**src/rtl/vcap_pkg.sv**
```systemverilog
`timescale 1ns/1ps
package vcap_pkg;
    localparam int BYTE_W = 8;
    localparam logic [BYTE_W-1:0] PRE_ONES  = 8'hFF;
    localparam logic [BYTE_W-1:0] PRE_ZEROS = 8'h00;
    localparam int H_BIT = 4;
    localparam int V_BIT = 5;
    localparam int F_BIT = 6;

    typedef struct packed {
        logic [2:0][BYTE_W-1:0] hist;  // [0] newest
        logic [2:0]             tag;   // byte belongs to capture window
        logic                   cap;
        logic                   fld;
        logic                   vbl;
        logic                   eol;
    } dec_state_t;
endpackage

```
**src/rtl/vcap_timing_decoder.sv**
```systemverilog
`timescale 1ns/1ps
module vcap_timing_decoder
    import vcap_pkg::*;
(
    input  logic              clk,
    input  logic              rst,
    input  logic [BYTE_W-1:0] byte_i,
    input  logic              vbi_en_i,
    output logic              pix_valid_o,
    output logic [BYTE_W-1:0] pix_byte_o,
    output logic              code_hit_o,
    output logic              field_o,
    output logic              vblank_o,
    output logic              eol_o
);
    dec_state_t s_d, s_q;
    logic code_hit, is_end, opens;

    assign code_hit = (s_q.hist[2] == PRE_ONES) && (s_q.hist[1] == PRE_ZEROS)
                   && (s_q.hist[0] == PRE_ZEROS);
    assign is_end   = byte_i[H_BIT];
    assign opens    = !is_end && (!byte_i[V_BIT] || vbi_en_i);

    always_comb begin
        s_d      = s_q;
        s_d.hist = {s_q.hist[1:0], byte_i};
        s_d.tag  = {s_q.tag[1:0], s_q.cap & ~code_hit};
        s_d.eol  = 1'b0;
        if (code_hit) begin
            s_d.tag = '0;          // the held bytes are preamble, never pixels
            s_d.fld = byte_i[F_BIT];
            s_d.vbl = byte_i[V_BIT];
            s_d.cap = opens;
            s_d.eol = is_end;
        end
    end

    always_ff @(posedge clk) begin
        if (rst) s_q <= '0;
        else     s_q <= s_d;
    end

    assign pix_valid_o = s_q.tag[2] && !code_hit;
    assign pix_byte_o  = s_q.hist[2];
    assign code_hit_o  = code_hit;
    assign field_o     = s_q.fld;
    assign vblank_o    = s_q.vbl;
    assign eol_o       = s_q.eol;

    AST_EOL_SINGLE: assert property (@(posedge clk) disable iff (rst)
        s_q.eol |=> !s_q.eol);
    AST_END_CLOSES: assert property (@(posedge clk) disable iff (rst)
        code_hit && is_end |=> !s_q.cap);
    AST_CODE_NOT_PIXEL: assert property (@(posedge clk) disable iff (rst)
        code_hit |=> !pix_valid_o);
endmodule

```
**src/rtl/vcap_word_packer.sv**
```systemverilog
`timescale 1ns/1ps
module vcap_word_packer #(
    parameter int LANES  = 4,
    parameter int BYTE_W = 8
) (
    input  logic                      clk,
    input  logic                      rst,
    input  logic                      pix_valid_i,
    input  logic [BYTE_W-1:0]         pix_byte_i,
    input  logic                      restart_i,
    output logic                      push_o,
    output logic [LANES*BYTE_W-1:0]   word_o
);
    localparam int LANE_W = (LANES > 1) ? $clog2(LANES) : 1;
    localparam int WORD_W = LANES * BYTE_W;
    localparam logic [LANE_W-1:0] LAST = LANE_W'(LANES - 1);

    typedef struct packed {
        logic [LANE_W-1:0] lane;
        logic [WORD_W-1:0] acc;
    } pk_state_t;

    pk_state_t s_d, s_q;
    logic [WORD_W-1:0] merged;

    for (genvar l = 0; l < LANES; l++) begin : g_lane
        assign merged[l*BYTE_W +: BYTE_W] =
            (s_q.lane == LANE_W'(l)) ? pix_byte_i : s_q.acc[l*BYTE_W +: BYTE_W];
    end

    always_comb begin
        s_d = s_q;
        if (restart_i) begin
            s_d.lane = '0;
        end else if (pix_valid_i) begin
            s_d.acc  = merged;
            s_d.lane = (s_q.lane == LAST) ? '0 : s_q.lane + 1'b1;
        end
    end

    always_ff @(posedge clk) begin
        if (rst) s_q <= '0;
        else     s_q <= s_d;
    end

    assign push_o = pix_valid_i && !restart_i && (s_q.lane == LAST);
    assign word_o = merged;

    AST_LANE_RESTART: assert property (@(posedge clk) disable iff (rst)
        restart_i |=> s_q.lane == '0);
endmodule

```
**src/rtl/vcap_word_fifo.sv**
```systemverilog
`timescale 1ns/1ps
module vcap_word_fifo #(
    parameter int WIDTH = 32,
    parameter int DEPTH = 16
) (
    input  logic             clk,
    input  logic             rst,
    input  logic             push_i,
    input  logic [WIDTH-1:0] data_i,
    input  logic             pop_i,
    output logic [WIDTH-1:0] data_o,
    output logic             valid_o,
    input  logic             ovf_clr_i,
    output logic             ovf_o
);
    localparam int PTR_W = $clog2(DEPTH);
    localparam logic [PTR_W:0] FULL_CNT = (PTR_W+1)'(DEPTH);

    typedef struct packed {
        logic [PTR_W:0] wptr;
        logic [PTR_W:0] rptr;
        logic           ovf;
    } ff_state_t;

    ff_state_t s_d, s_q;
    logic [WIDTH-1:0] mem [DEPTH];
    logic [PTR_W:0] count;
    logic full, empty, do_wr, do_rd;

    assign count = s_q.wptr - s_q.rptr;
    assign full  = (count == FULL_CNT);
    assign empty = (count == '0);
    assign do_wr = push_i && !full;
    assign do_rd = pop_i && !empty;

    always_comb begin
        s_d = s_q;
        if (do_wr) s_d.wptr = s_q.wptr + 1'b1;
        if (do_rd) s_d.rptr = s_q.rptr + 1'b1;
        s_d.ovf = (s_q.ovf && !ovf_clr_i) || (push_i && full);
    end

    always_ff @(posedge clk) begin
        if (rst) s_q <= '0;
        else     s_q <= s_d;
    end

    always_ff @(posedge clk) begin
        if (do_wr) mem[s_q.wptr[PTR_W-1:0]] <= data_i;
    end

    assign data_o  = mem[s_q.rptr[PTR_W-1:0]];
    assign valid_o = !empty;
    assign ovf_o   = s_q.ovf;

    AST_FULL_DROPS: assert property (@(posedge clk) disable iff (rst)
        push_i && full |=> (count + (PTR_W+1)'($past(do_rd))) == $past(count));
    AST_OVF_STICKY: assert property (@(posedge clk) disable iff (rst)
        s_q.ovf && !ovf_clr_i |=> s_q.ovf);
    AST_COUNT_BOUND: assert property (@(posedge clk) disable iff (rst)
        count <= FULL_CNT);
endmodule

```
**src/rtl/vcap_top.sv**
```systemverilog
`timescale 1ns/1ps
module vcap_top #(
    parameter int LANES      = 4,
    parameter int FIFO_DEPTH = 16
) (
    input  logic                           clk,
    input  logic                           rst,
    input  logic [vcap_pkg::BYTE_W-1:0]    vid_i,
    input  logic                           vbi_en_i,
    input  logic                           rd_en_i,
    input  logic                           ovf_clr_i,
    output logic [LANES*vcap_pkg::BYTE_W-1:0] rd_data_o,
    output logic                           rd_valid_o,
    output logic                           field_o,
    output logic                           vblank_o,
    output logic                           eol_o,
    output logic                           ovf_o
);
    localparam int BW     = vcap_pkg::BYTE_W;
    localparam int WORD_W = LANES * BW;

    logic          pix_valid, code_hit, push;
    logic [BW-1:0] pix_byte;
    logic [WORD_W-1:0] word;

    vcap_timing_decoder u_dec (
        .clk(clk), .rst(rst), .byte_i(vid_i), .vbi_en_i(vbi_en_i),
        .pix_valid_o(pix_valid), .pix_byte_o(pix_byte), .code_hit_o(code_hit),
        .field_o(field_o), .vblank_o(vblank_o), .eol_o(eol_o)
    );

    vcap_word_packer #(.LANES(LANES), .BYTE_W(BW)) u_pack (
        .clk(clk), .rst(rst), .pix_valid_i(pix_valid), .pix_byte_i(pix_byte),
        .restart_i(code_hit), .push_o(push), .word_o(word)
    );

    vcap_word_fifo #(.WIDTH(WORD_W), .DEPTH(FIFO_DEPTH)) u_fifo (
        .clk(clk), .rst(rst), .push_i(push), .data_i(word), .pop_i(rd_en_i),
        .data_o(rd_data_o), .valid_o(rd_valid_o), .ovf_clr_i(ovf_clr_i), .ovf_o(ovf_o)
    );
endmodule

```
**config.mk**
```make
export PLATFORM = sky130hd
export DESIGN_NAME = vcap_top
export DESIGN_NICKNAME = d
export VERILOG_FILES = /design/src/rtl/vcap_pkg.sv /design/src/rtl/vcap_timing_decoder.sv /design/src/rtl/vcap_word_packer.sv /design/src/rtl/vcap_word_fifo.sv /design/src/rtl/vcap_top.sv
export SDC_FILE = /design/constraint.sdc
export NUM_CORES = 1
export LEC_CHECK = 0
export ABC_AREA = 1
export BUFFER_PORTS_ARGS = -buffer_cell sky130_fd_sc_hd__buf_2
export CORE_UTILIZATION = 60
export CTS_CLUSTER_DIAMETER = 40
export CTS_CLUSTER_SIZE = 12
export DETAILED_ROUTE_END_ITERATION = 10
export PLACE_DENSITY = 0.77
export SYNTH_ARGS = -nofsm -noshare
export SYNTH_HDL_FRONTEND = slang
export SYNTH_SLANG_ARGS = --single-unit
```
**constraint.sdc**
```tcl
create_clock -name clk -period 5.8 [get_ports clk]
set_clock_uncertainty 0.05 [all_clocks]
set_input_delay 1.16 -clock clk [delete_from_list [all_inputs] [get_ports clk]]
set_output_delay 1.16 -clock clk [all_outputs]
set_load 0.1 [all_outputs]
```
Word-level counts from Yosys, hierarchy flattened
Memory sizes are Yosys's and may differ from the RTL's. A register that Yosys moved wholly into a read port is not among the register bits.
Index checks and enable logic that the tools add are counted.
{"block": "totals", "regBits": 76, "ram_bits": 512, "input_bits": 13, "word_cells": 59, "n_memories": 1}
{"block": "op_classes", "addsub": 4, "eq_ne": 5, "mux": 9, "n_bitwise": 2, "reduce_logical": 25}
{"memory": "u_fifo.mem", "words": 16, "width": 32, "read_ports": 1, "rd_clocked_by_memory_dff": 1, "write_ports": 1, "line": "vcap_word_fifo.sv:26", "text": "logic [WIDTH-1:0] mem [DEPTH];"}
{"operator": "$mux 8", "n": 4}
{"operator": "$logic_not 8->1", "n": 2}
{"operator": "$add 5x1->5 const B", "n": 2}
{"operator": "$logic_and 1x1->1", "n": 10}
{"operator": "$eq 8x8->1 const B", "n": 1}
{"operator": "$mux 4", "n": 2}
{"operator": "$logic_not 1->1", "n": 6}
{"operator": "$eq 5x5->1 const B", "n": 1}
{"operator": "$logic_not 5->1", "n": 1}
{"operator": "$sub 5x5->5", "n": 1}
{"operator": "$eq 2x2->1 const B", "n": 2}
{"operator": "$reduce_or 2->1", "n": 2}
{"operator": "$add 2x1->2 const B", "n": 1}
{"operator": "$eq 2x1->1 const B", "n": 1}
{"operator": "$logic_not 2->1", "n": 1}
{"operator": "$logic_or 1x1->1", "n": 2}
{"operator": "$mux 1", "n": 2}
{"operator": "$mux 2", "n": 1}
{"operator": "$reduce_and 2->1", "n": 1}
{"operator": "$and 1x1->1", "n": 1}
{"operator": "$not 1->1", "n": 1}

Longest topological paths before layout
{"block": "logic_depth", "word_depth": 10, "ltp_mapped": 14, "ltp_nobuf": 14}

Cells and area by module
From an unflattened synthesis, not the netlist that was laid out.
{"block": "unflattened", "cells_unflattened": 2074, "hier_area_um2": 23938.0}
{"module": "vcap_word_fifo", "instances": 1, "cells_per_inst": 1641, "area_per_inst_um2": 20965.1, "seq_area_each_um2": 15675.0}
{"module": "vcap_word_packer", "instances": 1, "cells_per_inst": 277, "area_per_inst_um2": 1790.5, "seq_area_each_um2": 680.7}
{"module": "vcap_timing_decoder", "instances": 1, "cells_per_inst": 156, "area_per_inst_um2": 1182.4, "seq_area_each_um2": 620.6}

Least setup slack after synthesis
Ideal clock, no wire load.
{"block": "synth_timing", "kind": "reg-to-reg", "startpoint": "register u_fifo.s_q[4] (netlist bit)", "endpoint": "memory u_fifo.mem[3][0], enable pin", "arrival_time_ps": 3607, "t_required_ps": 5289, "slack_ps": 1681, "path_stages_with_launch": 10, "synth_period_minus_slack_ps": 4119, "path_cell_list": "dfxtp_1 > inv_1 > ha_1 > a21oi_1 > nand2_1 > nand2_1 > nand2_1 > nand2_1 > nand2_4 > nor3_1"}
{"block": "synth_via", "elab_chain_cells": 6}
{"item": "start, declared", "line": "vcap_word_fifo.sv:25", "text": "ff_state_t s_d, s_q;"}
{"item": "start signal, assigned", "line": "vcap_word_fifo.sv:44", "text": "if (rst) s_q <= '0;"}
{"item": "start signal, assigned", "line": "vcap_word_fifo.sv:45", "text": "else s_q <= s_d;"}
{"item": "$sub 5x5->5", "line": "vcap_word_fifo.sv:30", "text": "assign count = s_q.wptr - s_q.rptr;"}
{"item": "$eq 5x5->1", "line": "vcap_word_fifo.sv:31", "text": "assign full = (count == FULL_CNT);"}
{"item": "$logic_not 1->1", "line": "vcap_word_fifo.sv:33", "text": "assign do_wr = push_i && !full;"}
{"item": "$logic_and 1x1->1", "line": "vcap_word_fifo.sv:33"}
{"item": "$mux 1", "line": "vcap_word_fifo.sv:49", "text": "if (do_wr) mem[s_q.wptr[PTR_W-1:0]] <= data_i;"}
{"item": "$mux 1 (implied by the code)", "line": "vcap_word_fifo.sv:49"}
{"item": "end, declared", "line": "vcap_word_fifo.sv:26"}
Every way passes these cells.

==> metrics.md <==
| Metric | Value |
|---|---|
| Status | `finished, final reports clean` |
| FF+latch count, synth | `592` |
| Starting Density | `61.4%` |
| Crit Path Category | `reg2out` |
| DRC Markers | `0` |
| Slew Limit Fails | `0` |
| Hold EP | `u_dec.s_q[5]$_SDFF_PP0_` |
| DR top layer | `met4` |
| Area leader, netlist | `edfxtp_1` |
| WL/cell | `21.8 µm` |
| H-Tree Depth | `3` |
| Shortest period the worst path allows | `4610 ps` |
| Async SR Flop Fraction | `0%` |
| Post-synth EDFFs | `512` |
| Area grow syn2layout | `12.7%` |
| Grt ovf | `0` |
| CTS Buf Count | `69` |
| Relative slew slack | `17.0%` |
| Pleak | `9.92 nW` |
| Clk buf depth | `3` |
| Routed WL | `54100 µm` |
| Ranking of synthesized cells by area | `edfxtp_1 64%, dfxtp_1 6.7%, mux2i_1 5.3%, o21ai_0 4.2%, o211ai_1 4.0%` |
| Pwr/cell area | `357 nW/µm²` |
| Overall Global Routing Usage | `26.9%` |
| Setup TNS | `0 ps` |
| Initial antenna violation count | `0` |
| Synth Area per Inst | `13.0 µm²` |
| Hpwl dp | `28500 µm` |
| Vias in the first global route | `14300` |
| DR pass1 iterations | `5` |
| R2r worst-path depth | `12` |
| Vert. Die Dim | `202 µm` |
| Hold crit path type | `reg2reg` |
| Final Util | `69.2%` |
| Fill count | `2601` |
| Fin crit share | `79.4%` |
| CTS sink cnt | `592` |
| DP Area | `24900 µm²` |
| Num ports | `50` |
| Most common cell in the netlist | `edfxtp_1` |
| Die area | `40700 µm²` |
| CTS tree | `done` |
| CP arrival | `3400 ps` |
| Hold path startpoint | `u_dec.s_q[4]$_SDFF_PP0_` |
| RSZ-0062 raised after global routing | `false` |
| Ys flop type | `edfxtp_1` |
| Diodes inserted | `0` |
| Hold depth | `2` |
| Synthesized net count | `1863` |
| DRT iter0 DRCs | `1681` |
| First-pass GRT wire length | `82200 µm` |
| Share of layout cells above drive strength 1 | `12.5%` |
| Post-CTS Setup Inserts | `0` |
| IO Port Bufs | `49` |
| Synth unique cells | `33` |
| Post-cts hold buffer count | `0` |
| Design area | `27000 µm²` |
| Post-CTS sizing | `0` |
| R2R Path End | `u_fifo.mem[4][28]$_DFFE_PP_` |
| Sequential cell area | `17000 µm²` |
| Clk root buf | `clkbuf_16` |
| Syn. warnings | `0` |
| Cell count after synthesis | `1837` |
| Area of the multi-input gates | `5600 µm²` |
| Area of the core | `39000 µm²` |
| Final number of setup-violating endpoints | `0` |
| Wl on met1 | `21400 µm` |
| Achievable Freq | `217 MHz` |
| Sequential share of the synthesized area | `70.9%` |
| Final hold violations | `0` |
| Routability cong. | `0.785` |
| Setup crit end kind | `output pin` |
| Die Wd | `202 µm` |
| DR vias/cell | `5.95` |
| Worst path required time | `4590 ps` |
| Top cell type's share of synthesized area | `64.2%` |
| Clock slew at reported path FFs | `60 ps` |
| Met2 wire length | `27100 µm` |
| Startpoint types | `flip-flop` |
| Hold Slack | `361 ps` |
| Worst R2R Setup Slack | `1980 ps` |
| Worst skew pair latency | `580 ps` |
| Mapped Area | `24000 µm²` |
| Max_cap viols | `0` |
| Commonest cells post-synth | `512 x edfxtp_1, 218 x inv_1, 199 x o21ai_0` |
| Vias | `14800` |
| # nets final | `1942` |
| Peak VDD IR | `0.200 mV` |
| Row count | `72` |
| Max FO, Critical Path | `72` |
| Origin of the critical flop-to-flop path | `u_dec.pix_byte_o[1]$_SDFF_PP0_` |
| Slew at the pin closest to its max-slew limit | `1240 ps` |
| Pin count of the biggest net entering global routing | `94` |
| Post-route ant nets | `0` |
| Met3 Routed Length | `4080 µm` |
==> worst max-delay path, cell delays in order (launching register included) <==
cell      delay, ps
dfxtp_4         350
buf_4           560
buf_4           850
a21oi_1          90
o21ai_0         170
o211ai_1        170
nand3_1         180
nand2_1          80
buf_2           300
==> stage by stage <==
stage	power [mW]	cells	setup slack, ps
final	9.64	2485	1190
after floorplan	5.53	1837	1680
after detailed placement	5.69	2363	1920
after global placement	5.67	2363	1910
after CTS	9.67	2485	1260
after global routing	9.92	2485	1070
==> registers in the layout (all words and copies together), names as in the netlist, named ones only <==
name	cells
u_dec.s_d	16
u_dec.pix_byte_o	8
u_pack.s_q	34
u_dec.s_q	4
u_dec.field_o	1
u_fifo.ovf_o	1
u_fifo.mem	512
u_fifo.s_q	10
u_dec.vblank_o	1
u_dec.eol_o	1
==> power breakdown <==
part           switching (mW)  internal (mW)  total [mW]
combinational           0.732          0.266       0.998
clock                    1.67           2.36        4.03
sequential             0.0396           4.58        4.62
total                    2.44           7.20        9.64
==> routing by layer <==
| metal | track usage, % | up-vias |
|---|---|---|
| met1 | 35.4 | 7229 |
| li1 | - | 6802 |
| met2 | 45.2 | 637 |
| met3 | 4.29 | 120 |
| met4 | 10.1 | 0 |
| met5 | 0 | - |
==> cell usage in the layout (no fill, tap or decap), types with 4 or more instances in the layout <==
cell type   count
edfxtp_1      512
inv_1         218
o21ai_0       196
a21oi_1       169
o211ai_1      129
mux2i_1       128
nand2_1       111
dfxtp_1        76
clkbuf_16      71
buf_4          64
nor2_1         52
buf_2          49
nand3_1        47
o21ai_1        32
clkbuf_1       19
nor2_4         14
ha_1           13
inv_6           9
clkinv_1        5
clkinvlp_4      5
clkinv_4        4
clkinv_2        4
buf_12          4
==> how the worst max path moves through the flow <==
| stage | from | endpoint | slack [ps] | cells after the start |
|---|---|---|---|---|
| floorplan | u_fifo.s_q[4]$_SDFFE_PP0P_ | u_fifo.mem[3][0]$_DFFE_PP_ | 1680 | 9 |
| global placement | flip-flop | rd_data_o[19] | 1910 | 8 |
| detailed placement | flip-flop | rd_data_o[16] | 1920 | 8 |
| CTS | flip-flop | rd_data_o[16] | 1260 | 8 |
| global route | flip-flop | rd_data_o[13] | 1070 | 8 |
| finish | flip-flop | rd_data_o[16] | 1190 | 8 |
==> cell type report <==
type | count | area share (%)
flip-flops and latches | 592 | 62.9
clock inverters | 28 | 0.825
inverters | 221 | 3.08
clock buffers | 94 | 7.03
repair buffers | 117 | 2.99
well taps | 518 | 2.40
multi-input cells | 915 | 20.7
==> logic make-up after synthesis <==
group	synth area share, %
AOI/OAI and AO/OA	12.4
xor gates and xnor gates	0.219
adders and majority gates	0.679
buffers and inverters	6.21
DFF	70.9
muxes	5.35
and+or+nand+nor	4.22
Note: power is estimated with default switching activity, not from simulation.
